## src/rtl/scsi_regs_pkg.sv

```systemverilog
package scsi_regs_pkg;
  localparam int BYTE_W = 8;
  localparam int ADDR_W = 4;
  localparam int CODE_W = BYTE_W - 1;
  localparam int LEN_W  = 2 * BYTE_W + 1;
  localparam int NUP    = 5;  // configuration bytes at 0xB..0xF

  typedef logic [BYTE_W-1:0] byte_t;

  localparam logic [ADDR_W-1:0] RA_CNT_LO  = 4'h0;
  localparam logic [ADDR_W-1:0] RA_CNT_MID = 4'h1;
  localparam logic [ADDR_W-1:0] RA_CMD     = 4'h3;
  localparam logic [ADDR_W-1:0] RA_STAT    = 4'h4;
  localparam logic [ADDR_W-1:0] RA_INTR    = 4'h5;
  localparam logic [ADDR_W-1:0] RA_STEP    = 4'h6;
  localparam logic [ADDR_W-1:0] RA_FLAGS   = 4'h7;
  localparam logic [ADDR_W-1:0] RA_CFG1    = 4'h8;
  localparam logic [ADDR_W-1:0] RA_UPBASE  = 4'hB;
  localparam int                ID_SLOT    = 3;  // 0xE - 0xB

  localparam int ST_IRQ_BIT     = 7;
  localparam int ST_TC_BIT      = 4;
  localparam int CFG1_QUIET_BIT = 6;

  localparam byte_t CFG1_RESET  = 8'h07;
  localparam byte_t STEP_ACK    = 8'h04;
  localparam byte_t INTR_FDONE  = 8'h08;
  localparam byte_t INTR_BUSRST = 8'h80;
  localparam byte_t INTR_DISC   = 8'h20;
  localparam byte_t STAT_PADV   = 8'h10;

  localparam logic [CODE_W-1:0] OP_FLUSH  = 7'h01;
  localparam logic [CODE_W-1:0] OP_RESET  = 7'h02;
  localparam logic [CODE_W-1:0] OP_BUSRST = 7'h03;
  localparam logic [CODE_W-1:0] OP_XFER   = 7'h10;
  localparam logic [CODE_W-1:0] OP_MSGOK  = 7'h12;
  localparam logic [CODE_W-1:0] OP_PAD    = 7'h18;
  localparam logic [CODE_W-1:0] OP_SEL    = 7'h41;
  localparam logic [CODE_W-1:0] OP_SELA   = 7'h42;
  localparam logic [CODE_W-1:0] OP_SELAS  = 7'h43;
  localparam logic [CODE_W-1:0] OP_ENSEL  = 7'h44;
  localparam logic [CODE_W-1:0] OP_DISSEL = 7'h45;

  typedef struct packed {
    logic  ld_stat;
    byte_t stat_val;
    logic  ld_intr;
    byte_t intr_val;
    logic  ld_step;
    byte_t step_val;
    logic  clr_flags;
    logic  raise;
    logic  raise_unless_quiet;
    logic  soft_rst;
    logic  start;
  } cmd_act_t;

  function automatic logic is_start_f(input logic [CODE_W-1:0] c);
    return (c == OP_XFER) || (c == OP_SEL) || (c == OP_SELA) || (c == OP_SELAS);
  endfunction

  function automatic logic is_known_f(input logic [CODE_W-1:0] c);
    return is_start_f(c) || (c == OP_FLUSH) || (c == OP_RESET) || (c == OP_BUSRST) ||
           (c == OP_MSGOK) || (c == OP_PAD) || (c == OP_ENSEL) || (c == OP_DISSEL);
  endfunction

  // zero count stands for the full 2^16 range
  function automatic logic [LEN_W-1:0] xfer_len_f(input byte_t lo, input byte_t mid);
    logic [2*BYTE_W-1:0] cnt;
    cnt = {mid, lo};
    return (cnt == '0) ? {1'b1, {(LEN_W-1){1'b0}}} : {1'b0, cnt};
  endfunction
endpackage

```

## src/rtl/scsi_cmd_decode.sv

```systemverilog
module scsi_cmd_decode
  import scsi_regs_pkg::*;
(
  input  logic [CODE_W-1:0] code,
  output cmd_act_t          act
);
  always_comb begin
    act = '0;
    unique case (code)
      OP_FLUSH: begin
        act.ld_intr = 1'b1; act.intr_val = INTR_FDONE;
        act.ld_step = 1'b1; act.clr_flags = 1'b1;
      end
      OP_RESET:  act.soft_rst = 1'b1;
      OP_BUSRST: begin
        act.ld_intr = 1'b1; act.intr_val = INTR_BUSRST;
        act.raise_unless_quiet = 1'b1;
      end
      OP_MSGOK: begin
        act.ld_intr = 1'b1; act.intr_val = INTR_DISC;
        act.ld_step = 1'b1; act.clr_flags = 1'b1; act.raise = 1'b1;
      end
      OP_PAD: begin
        act.ld_stat = 1'b1; act.stat_val = STAT_PADV;
        act.ld_intr = 1'b1; act.intr_val = INTR_FDONE;
        act.ld_step = 1'b1;
      end
      OP_ENSEL:  act.ld_intr = 1'b1;
      OP_DISSEL: begin act.ld_intr = 1'b1; act.raise = 1'b1; end
      default:   act.start = is_start_f(code);
    endcase
  end
endmodule

```

## src/rtl/scsi_start_gen.sv

```systemverilog
module scsi_start_gen
  import scsi_regs_pkg::*;
(
  input  logic              clk,
  input  logic              rst_n,
  input  logic              fire,
  input  logic [CODE_W-1:0] code,
  input  logic              dma,
  input  logic [LEN_W-1:0]  len,
  output logic              pulse,
  output logic [CODE_W-1:0] code_q,
  output logic              dma_q,
  output logic [LEN_W-1:0]  len_q
);
  always_ff @(posedge clk) begin
    if (!rst_n) begin
      pulse  <= 1'b0;
      code_q <= '0;
      dma_q  <= 1'b0;
      len_q  <= '0;
    end else begin
      pulse <= fire;
      if (fire) begin
        code_q <= code;
        dma_q  <= dma;
        len_q  <= len;
      end
    end
  end
endmodule

```

## src/rtl/scsi_cmd_regs.sv

```systemverilog
module scsi_cmd_regs
  import scsi_regs_pkg::*;
#(
  parameter logic [7:0] CHIP_ID = 8'h04
) (
  input  logic        clk,
  input  logic        rst_n,
  input  logic        reg_wr,
  input  logic        reg_rd,
  input  logic [3:0]  reg_addr,
  input  logic [7:0]  reg_wdata,
  output logic [7:0]  reg_rdata,
  output logic        irq,
  output logic        seq_start,
  output logic [6:0]  seq_code,
  output logic        seq_dma,
  output logic [16:0] seq_len,
  input  logic        seq_done,
  input  logic [7:0]  done_status,
  input  logic [7:0]  done_intr,
  input  logic [7:0]  done_step,
  input  logic [7:0]  done_flags
);
  byte_t cnt_lo_q, cnt_mid_q, sh_lo_q, sh_mid_q, cmd_q;
  byte_t stat_q, intr_q, step_q, flags_q, cfg1_q;
  byte_t up_q [NUP];
  byte_t n_cnt_lo, n_cnt_mid, n_sh_lo, n_sh_mid, n_cmd;
  byte_t n_stat, n_intr, n_step, n_flags, n_cfg1;
  byte_t n_up [NUP];

  // named events for the checks
  logic ev_cmd_wr, ev_intr_rd, ev_raise;
  logic [2:0] up_idx;
  cmd_act_t act;

  assign ev_cmd_wr  = reg_wr && (reg_addr == RA_CMD);
  assign ev_intr_rd = reg_rd && (reg_addr == RA_INTR);
  assign up_idx     = 3'(reg_addr - RA_UPBASE);

  scsi_cmd_decode u_dec (
    .code (reg_wdata[CODE_W-1:0]),
    .act  (act)
  );

  assign ev_raise = ev_cmd_wr && (act.raise ||
                    (act.raise_unless_quiet && !cfg1_q[CFG1_QUIET_BIT]));

  always_comb begin
    n_cnt_lo = cnt_lo_q; n_cnt_mid = cnt_mid_q;
    n_sh_lo  = sh_lo_q;  n_sh_mid  = sh_mid_q;
    n_cmd    = cmd_q;    n_stat    = stat_q;
    n_intr   = intr_q;   n_step    = step_q;
    n_flags  = flags_q;  n_cfg1    = cfg1_q;
    for (int i = 0; i < NUP; i++) n_up[i] = up_q[i];

    // lowest priority: sequencer completion
    if (seq_done) begin
      n_stat = done_status;
      n_stat[ST_IRQ_BIT] = 1'b1;
      n_intr  = done_intr;
      n_step  = done_step;
      n_flags = done_flags;
    end

    if (ev_intr_rd) begin
      n_intr = '0;
      n_stat[ST_TC_BIT]  = 1'b0;
      n_stat[ST_IRQ_BIT] = 1'b0;
      n_step = STEP_ACK;
    end

    if (reg_wr) begin
      if (reg_addr == RA_CNT_LO) begin
        n_sh_lo = reg_wdata; n_stat[ST_TC_BIT] = 1'b0;
      end else if (reg_addr == RA_CNT_MID) begin
        n_sh_mid = reg_wdata; n_stat[ST_TC_BIT] = 1'b0;
      end else if (reg_addr == RA_CMD) begin
        n_cmd = reg_wdata;
        if (reg_wdata[BYTE_W-1]) begin
          n_cnt_lo = sh_lo_q; n_cnt_mid = sh_mid_q;
        end
        if (act.ld_stat)   n_stat  = act.stat_val;
        if (act.ld_intr)   n_intr  = act.intr_val;
        if (act.ld_step)   n_step  = act.step_val;
        if (act.clr_flags) n_flags = '0;
        if (ev_raise)      n_stat[ST_IRQ_BIT] = 1'b1;
        if (act.soft_rst) begin
          n_cnt_lo = '0; n_cnt_mid = '0; n_sh_lo = '0; n_sh_mid = '0;
          n_cmd = '0; n_stat = '0; n_intr = '0; n_step = '0; n_flags = '0;
          n_cfg1 = CFG1_RESET;
          for (int i = 0; i < NUP; i++) n_up[i] = (i == ID_SLOT) ? CHIP_ID : '0;
        end
      end else if (reg_addr == RA_CFG1) begin
        n_cfg1 = reg_wdata;
      end else if (reg_addr >= RA_UPBASE) begin
        n_up[up_idx] = reg_wdata;
      end
    end
  end

  always_ff @(posedge clk) begin
    if (!rst_n) begin
      cnt_lo_q <= '0; cnt_mid_q <= '0; sh_lo_q <= '0; sh_mid_q <= '0;
      cmd_q <= '0; stat_q <= '0; intr_q <= '0; step_q <= '0; flags_q <= '0;
      cfg1_q <= CFG1_RESET;
    end else begin
      cnt_lo_q <= n_cnt_lo; cnt_mid_q <= n_cnt_mid;
      sh_lo_q  <= n_sh_lo;  sh_mid_q  <= n_sh_mid;
      cmd_q    <= n_cmd;    stat_q    <= n_stat;
      intr_q   <= n_intr;   step_q    <= n_step;
      flags_q  <= n_flags;  cfg1_q    <= n_cfg1;
    end
  end

  // one register per configuration byte; the ID slot has its own reset value
  for (genvar g = 0; g < NUP; g++) begin : g_up
    localparam byte_t RST_V = (g == ID_SLOT) ? CHIP_ID : '0;
    always_ff @(posedge clk) begin
      if (!rst_n) up_q[g] <= RST_V;
      else        up_q[g] <= n_up[g];
    end
  end

  assign irq = stat_q[ST_IRQ_BIT];

  always_comb begin
    unique case (reg_addr)
      RA_CNT_LO:  reg_rdata = cnt_lo_q;
      RA_CNT_MID: reg_rdata = cnt_mid_q;
      RA_CMD:     reg_rdata = cmd_q;
      RA_STAT:    reg_rdata = stat_q;
      RA_INTR:    reg_rdata = intr_q;
      RA_STEP:    reg_rdata = step_q;
      RA_FLAGS:   reg_rdata = flags_q;
      RA_CFG1:    reg_rdata = cfg1_q;
      4'hB, 4'hC, 4'hD, 4'hE, 4'hF: reg_rdata = up_q[up_idx];
      default:    reg_rdata = '0;
    endcase
  end

  scsi_start_gen u_start (
    .clk    (clk),
    .rst_n  (rst_n),
    .fire   (ev_cmd_wr && act.start),
    .code   (reg_wdata[CODE_W-1:0]),
    .dma    (reg_wdata[BYTE_W-1]),
    .len    (xfer_len_f(n_cnt_lo, n_cnt_mid)),
    .pulse  (seq_start),
    .code_q (seq_code),
    .dma_q  (seq_dma),
    .len_q  (seq_len)
  );


  intr_read_clears_chk: assert property (@(posedge clk) disable iff (!rst_n)
    (ev_intr_rd && !reg_wr) |=> (!irq && intr_q == '0 && step_q == STEP_ACK));

  count_write_drops_tc_chk: assert property (@(posedge clk) disable iff (!rst_n)
    (reg_wr && (reg_addr == RA_CNT_LO || reg_addr == RA_CNT_MID)) |=> !stat_q[ST_TC_BIT]);

  busrst_quiet_chk: assert property (@(posedge clk) disable iff (!rst_n)
    (ev_cmd_wr && reg_wdata[CODE_W-1:0] == OP_BUSRST && cfg1_q[CFG1_QUIET_BIT] &&
     !seq_done && !reg_rd) |=> (irq == $past(irq)));

  soft_reset_chk: assert property (@(posedge clk) disable iff (!rst_n)
    (ev_cmd_wr && reg_wdata[CODE_W-1:0] == OP_RESET) |=> (cfg1_q == CFG1_RESET && !irq));

  start_origin_chk: assert property (@(posedge clk) disable iff (!rst_n)
    seq_start |-> $past(reg_wr && reg_addr == RA_CMD));

  unknown_cmd_chk: assert property (@(posedge clk) disable iff (!rst_n)
    (ev_cmd_wr && !is_known_f(reg_wdata[CODE_W-1:0]) && !seq_done && !reg_rd)
      |=> ($stable(stat_q) && $stable(intr_q) && $stable(step_q) && $stable(flags_q)));
endmodule

```

## config.mk

```make
export PLATFORM = sky130hd
export DESIGN_NAME = scsi_cmd_regs
export DESIGN_NICKNAME = d
export VERILOG_FILES = /design/src/rtl/scsi_regs_pkg.sv /design/src/rtl/scsi_cmd_decode.sv /design/src/rtl/scsi_start_gen.sv /design/src/rtl/scsi_cmd_regs.sv
export SDC_FILE = /design/constraint.sdc
export NUM_CORES = 1
export LEC_CHECK = 0
export ABC_AREA = 1
export BUFFER_PORTS_ARGS = -buffer_cell sky130_fd_sc_hd__buf_4
export CORE_MARGIN = 3
export CORE_UTILIZATION = 55
export DETAILED_ROUTE_END_ITERATION = 8
export PLACE_DENSITY = 0.76
export SLEW_MARGIN = 20
export SYNTH_ARGS = -nofsm -noshare
export SYNTH_HDL_FRONTEND = slang
export SYNTH_SLANG_ARGS = --single-unit
```

## constraint.sdc

```tcl
create_clock -name clk -period 3.03 [get_ports clk]
set_clock_uncertainty 0.2 [all_clocks]
set_input_delay 0.1515 -clock clk [delete_from_list [all_inputs] [get_ports clk]]
set_output_delay 0.1515 -clock clk [all_outputs]
set_load 0.01 [all_outputs]
```

Word level (Yosys, flattened, before mapping)
Memory sizes are Yosys's and may differ from the RTL's.
Cells that the tools add are included.
{"block": "totals", "input_bits": 49, "mem_bits_rw": 40, "out_inout_bits": 35, "rom_bits": 0, "mem_count": 1, "elab_cells": 167, "regBits": 106, "latchBits": 0}
{"name": "up_q", "words": 5, "width": 8, "rd": 6, "rd_ports_with_merged_regs": 0, "write_ports": 5, "line_no": "scsi_cmd_regs.sv:26", "text": "byte_t up_q [NUP];"}
{"block": "classes", "bitwise": 8, "n_mux": 86, "n_eq_ne": 25, "n_addsub": 1, "div_mod_pow": 0, "magnitude_cmp": 3, "n_mul": 0, "n_reduce_logical": 29, "shift": 0}
{"operator": "two-way mux 8 bit", "n": 55}
{"operator": "two-way mux 40 bit", "n": 7}
{"operator": "case mux 8 bit (9 select lines)", "n": 1}
{"operator": "bitwise mux 40 bit", "n": 1}
{"operator": "equality test 7 bit (second input constant)", "n": 5}
{"operator": "demux 8 bit (select 3 bit)", "n": 1}
{"operator": "equality test 4 bit (second input constant)", "n": 6}
{"operator": "case mux 8 bit (3 select lines)", "n": 1}
{"operator": "equality test 7 x 5 -> 1 bit (second input constant)", "n": 3}
{"operator": "two-way mux 17 bit", "n": 1}
{"operator": "equality test 4 x 3 -> 1 bit (second input constant)", "n": 4}
{"operator": "zero test 16 bit", "n": 1}
{"operator": "equality test 7 x 2 -> 1 bit (second input constant)", "n": 2}
{"operator": "two-way mux 1 bit", "n": 14}
{"operator": "AND reduction 4 bit", "n": 3}
{"operator": "nonzero test 2 bit", "n": 5}
{"operator": "two-way mux 9 bit", "n": 1}
{"operator": ">= comparator 4 bit (second input constant)", "n": 2}
{"operator": "two-way mux 4 bit", "n": 2}
{"operator": "equality test 7 x 1 -> 1 bit (second input constant)", "n": 1}
{"operator": "OR reduction 7 bit", "n": 1}
{"operator": "logical AND 1 bit", "n": 6}
{"operator": "two-way mux 3 bit", "n": 2}
{"operator": "OR reduction 2 bit", "n": 3}
{"operator": "15 further kinds", "n": 24}

Logic depth before layout (Yosys ltp)
{"block": "logic_depth", "depth_word": 14, "mapped_depth": 13, "ltp_nobuf": 12}

Hierarchy
A second synthesis with hierarchy kept.
{"block": "hier_totals", "hier_cells": 1149, "hier_area_um2": 7459.7}
{"module": "scsi_cmd_regs", "area_per_inst_um2": 5987.0, "cells_each": 923, "seq_area_each_um2": 2402.3, "n_inst": 1}
{"module": "scsi_start_gen", "area_per_inst_um2": 1083.5, "cells_each": 162, "seq_area_each_um2": 520.5, "n_inst": 1}
{"module": "scsi_cmd_decode", "area_per_inst_um2": 389.1, "cells_each": 64, "seq_area_each_um2": 0.0, "n_inst": 1}

Least setup slack after synthesis
Ideal clock, no wire load.
{"block": "synth_timing", "path_type": "input to register", "start": "input reg_addr[0]", "end": "memory up_q[4][0] in the netlist's numbering", "slack_ps": 1085, "n_path_buf": 0, "required_ps": 2698, "arrival_time_ps": 1612, "stages": 10, "setup_ps": 132, "cell_sequence": "inv_1 -> ha_1 -> o21ai_4 -> nand2_2 -> nor2_8 -> nand2_4 -> nor3_4 -> nor2_2 -> nand2_1 -> a21oi_1"}
{"item": "start, declared", "line_no": "scsi_cmd_regs.sv:10", "text": "input logic [3:0] reg_addr,"}
{"item": "end, declared", "line_no": "scsi_cmd_regs.sv:26"}

Worst setup path in the final report
{"block": "layout_timing", "start": "input reg_wdata[4]", "end": "register step_q[3]"}
{"block": "layout_between", "elab_chain_cells": 9, "word_cells_on_any_way": 13, "classes_between": "eq/ne (4); mux (8); reduce/logical (1)"}
{"item": "start, declared", "line_no": "scsi_cmd_regs.sv:11", "text": "input logic [7:0] reg_wdata,"}
{"item": "equality test 7 x 1 -> 1 bit or equality test 7 x 5 -> 1 bit (tied branches)", "line_no": "scsi_cmd_decode.sv:9", "text": "unique case (code)"}
{"item": "OR reduction 3 bit (no line)"}
{"item": "two-way mux 1 bit", "line_no": "scsi_cmd_decode.sv:9"}
{"item": "two-way mux 8 bit", "line_no": "scsi_cmd_regs.sv:84", "text": "if (act.ld_step) n_step = act.step_val;"}
{"item": "two-way mux 8 bit *", "line_no": "scsi_cmd_regs.sv:87", "text": "if (act.soft_rst) begin"}
{"item": "two-way mux 8 bit *", "line_no": "scsi_cmd_regs.sv:77", "text": "end else if (reg_addr == RA_CMD) begin"}
{"item": "two-way mux 8 bit *", "line_no": "scsi_cmd_regs.sv:75", "text": "end else if (reg_addr == RA_CNT_MID) begin"}
{"item": "two-way mux 8 bit *", "line_no": "scsi_cmd_regs.sv:73", "text": "if (reg_addr == RA_CNT_LO) begin"}
{"item": "two-way mux 8 bit *", "line_no": "scsi_cmd_regs.sv:72", "text": "if (reg_wr) begin"}
{"item": "end signal, assigned", "line_no": "scsi_cmd_regs.sv:110", "text": "intr_q <= n_intr; step_q <= n_step;"}
{"item": "end, declared", "line_no": "scsi_cmd_regs.sv:25", "text": "byte_t stat_q, intr_q, step_q, flags_q, cfg1_q;"}
Mark *: on every way between the ends. The rest lies on a longest branch, timed or not.
A chain may end at the register's enable or synchronous reset.

==> impl_metrics.env <==
export IMPL_outcome="complete, no violations"
export IMPL_drtAntennaViolNets=0
export IMPL_ys_types=41
export IMPL_synthesis_area_per_instance_um2=6.96
export IMPL_timing_final_setup_violations=0
export IMPL_yosys_register_bits=146
export IMPL_inserted_clock_buffers=17
export IMPL_areaGrowthSynthToFinish_pct=28.1
export IMPL_worst_path_largest_cell_delay_ns=0.61
export IMPL_place_gp_congestion=0.975
export IMPL_power_density_nw_per_um2=501
export IMPL_maxCapViolations=0
export IMPL_hold_path_cell_count=3
export IMPL_vdd_ir_drop_worst_mv=0.417
export IMPL_synth_warnings=0
export IMPL_cp_buffers_inverters=4
export IMPL_grt_antenna_before_repair=1
export IMPL_p_leak_uw=0.00377
export IMPL_timing_rr_end="step_q[7]$_SDFF_PN0_"
export IMPL_timing_critical_path_arrival_ns=2.96
export IMPL_ctsHtreeMaxLevel=4
export IMPL_cts_setup_buffers=0
export IMPL_max_clock_freq_mhz=352
export IMPL_rr_worst_depth=4
export IMPL_tritoncts="yes"
export IMPL_insertion_delay_ns=0.44
export IMPL_hpwl_um=14500
export IMPL_grt_max_degree=80
export IMPL_drt_pre_antenna_iters=5
export IMPL_drt_wl_total_um=22800
export IMPL_crit_family="buffers and inverters"
export IMPL_cp_cell_sequence="dlygate4sd3_1 -> buf_4 -> inv_1 -> nand2_1 -> nor2_1 -> nand4_1 -> nand2_1 -> nor3_1 -> nor2_1 -> nor4_1 -> dlygate4sd3_1"
export IMPL_cts_resized=0
export IMPL_drc=0
export IMPL_fp_dieArea_um2=13900
export IMPL_global_route_wire_length_before_repair_um=36300
export IMPL_syn_cell_area_um2=6910
export IMPL_floorplan_io_pins=84
export IMPL_tcrit_tclk_final_pct=93.8
export IMPL_criticalPathCategory="input pin to flip-flop"
export IMPL_cells_after_synthesis=993
export IMPL_transition_time_at_the_pin_with_the_least_slew_margin_ns=0.716
export IMPL_most_common_layout_cells="nand2_1 (302), dfxtp_1 (146), nor2_1 (103)"
export IMPL_worstHoldEndpoint="stat_q[7]$_SDFF_PN0_"
export IMPL_chipWidth_um=118
export IMPL_dr_total_vias=7443
export IMPL_crit_path_max_fanout=7
export IMPL_timing_critical_path_from_type="input pin"
export IMPL_maxSlewViolCount=0
export IMPL_initial_core_util_pct=56.8
export IMPL_cts_hold_repair_buffers=70
export IMPL_path_clk_slew_ns=0.06
export IMPL_floorplan_core_area_um2=12200
export IMPL_register_to_register_setup_slack_ns=0.98
export IMPL_ctsRootBufferMaster="clkbuf_16"
export IMPL_worst_hold_startpoint="seq_done"
export IMPL_synth_seq_area_share_pct=42.3
export IMPL_p_total_uw=4430
export IMPL_crit_path_end_kind="flip-flop"
export IMPL_critPathRequiredTime_ns=3.15
export IMPL_detailedRoute_firstIterationViolations=1092
export IMPL_clock_sinks=146
export IMPL_wire_per_inst_um=17.3
export IMPL_cpMaxStageDelayCell="dlygate4sd3_1"
export IMPL_rows=40
export IMPL_fin_crit_ns=2.84
export IMPL_rsz_0062_raised_after_global_routing="no"
export IMPL_finish_net_count=1185
export IMPL_timing_slew_headroom_pct=52.2
export IMPL_syn_nets=1046
export IMPL_r2r_start="step_q[7]$_SDFF_PN0_"
export IMPL_grt_use_total_pct=32.7
export IMPL_viasPerCell=5.66
export IMPL_clockBufferDepth=2
export IMPL_grt_overflow=0
export IMPL_place_port_buffers=82
export IMPL_die_y_um=118
export IMPL_post_route_cells_drive_above_1_share_pct=14.5
export IMPL_final_common_cell="nand2_1"
export IMPL_totalNegativeSetupSlack_ns=0
export IMPL_hold_viol=0
export IMPL_first_global_vias=7050
export IMPL_hold_path_class="input pin to flip-flop"
## registers in the layout, indices dropped and copies added (netlist names)
signal          count
sh_lo_q             8
u_start.len_q      17
stat_q              8
u_start.dma_q       1
step_q              8
cnt_lo_q            8
cnt_mid_q           8
up_q               40
u_start.pulse       1
u_start.code_q      7
intr_q              8
flags_q             8
cfg1_q              8
cmd_q               8
sh_mid_q            8
## through the flow
| step | hold WS (ns) | setup WS (ns) | util [%] | cell area [µm²] | instances |
|---|---|---|---|---|---|
| floorplan | 0.0453 | 1.09 | - | 6910 | 993 |
| global placement | 0.221 | 0.367 | 62.5 | 7610 | 1211 |
| detailed placement | 0.226 | 0.346 | 62.5 | 7610 | 1211 |
| CTS | 0.0131 | 0.386 | 72.7 | 8850 | 1313 |
| global route | 0.0475 | 0.0938 | 72.8 | 8850 | 1314 |
| finish | 0.0323 | 0.187 | 72.8 | 8850 | 1314 |
## kinds of logic (layout without fill, tap and decap cells)
family | Yosys count | in the layout | share of synthesized area (%)
adders and majority gates | 4 | 4 | 0.724
other | 0 | 1 | 0
and+or+nand+nor | 503 | 503 | 31.4
buffers and inverters | 137 | 289 | 7.93
AOI/OAI and AO/OA | 203 | 203 | 17.6
DFF | 146 | 146 | 42.3
## where the power goes
part           switching (µW)  total (µW)  internal (µW)
Sequential               24.9        1990           1960
Combinational             293         495            202
Clock                     855        1950           1090
## cell type report
| type | instances | area (µm²) |
|---|---|---|
| multi-input cells | 710 | 3440 |
| clock inverters | 10 | 76.3 |
| clock buffers | 22 | 464 |
| flip-flops and latches | 146 | 2920 |
| inverters | 102 | 383 |
| repair buffers | 155 | 1350 |
| well taps | 168 | 210 |
| diodes | 1 | 2.50 |
| fillers | 996 | 3310 |
## routing by layer
layer | global-route usage [%] | vias up | wire length [µm]
li1 | - | 3535 | -
met1 | 42.6 | 3415 | 9400
met2 | 51.9 | 411 | 10500
met3 | 8.36 | 82 | 2050
met4 | 13.3 | 0 | 830
met5 | 0 | - | 0
## cell usage after synthesis, drive strengths merged
library cell / instances / share of area [%]
nand2: 309 / 17
dfxtp: 146 / 42
nor2: 121 / 8.0
inv: 101 / 5.5
a21oi: 87 / 6.4
o21ai: 49 / 3.7
nand3: 29 / 2.2
clkbuf: 20 / 1.1
buf: 15 / 1.3
o211ai: 15 / 1.6
nand4: 14 / 1.3
nor3: 14 / 1.2
o22ai: 13 / 1.2
a22oi: 11 / 1.2
o2111ai: 10 / 1.3
or2: 10 / 0.91
o31ai: 8 / 1.1
nor4: 6 / 0.54
a211oi: 5 / 0.54
ha: 4 / 0.72
o221ai: 4 / 0.51
a31oi: 1 / 0.091
clkinv: 1 / 0.054
## worst min-delay path, delay by kind of cell
family	cells	cell delay [ns]
compound gates	2	0.27
buf+inv	1	0.20
## worst max-delay path by stage
stage | start | end | cells after the start
after floorplan | reg_addr[0] | up_q[4][0]$_SDFFE_PN0P_ | 10
after global placement | reg_addr[0] | u_start.len_q[16]$_SDFFE_PN0P_ | 12
after detailed placement | reg_addr[0] | u_start.len_q[16]$_SDFFE_PN0P_ | 12
after CTS | reg_wdata[4] | cfg1_q[2]$_SDFFE_PN1P_ | 12
after global routing | reg_wdata[4] | step_q[3]$_SDFF_PN0_ | 10
final | reg_wdata[4] | step_q[3]$_SDFF_PN0_ | 11
(Power assumes the default switching activity.)
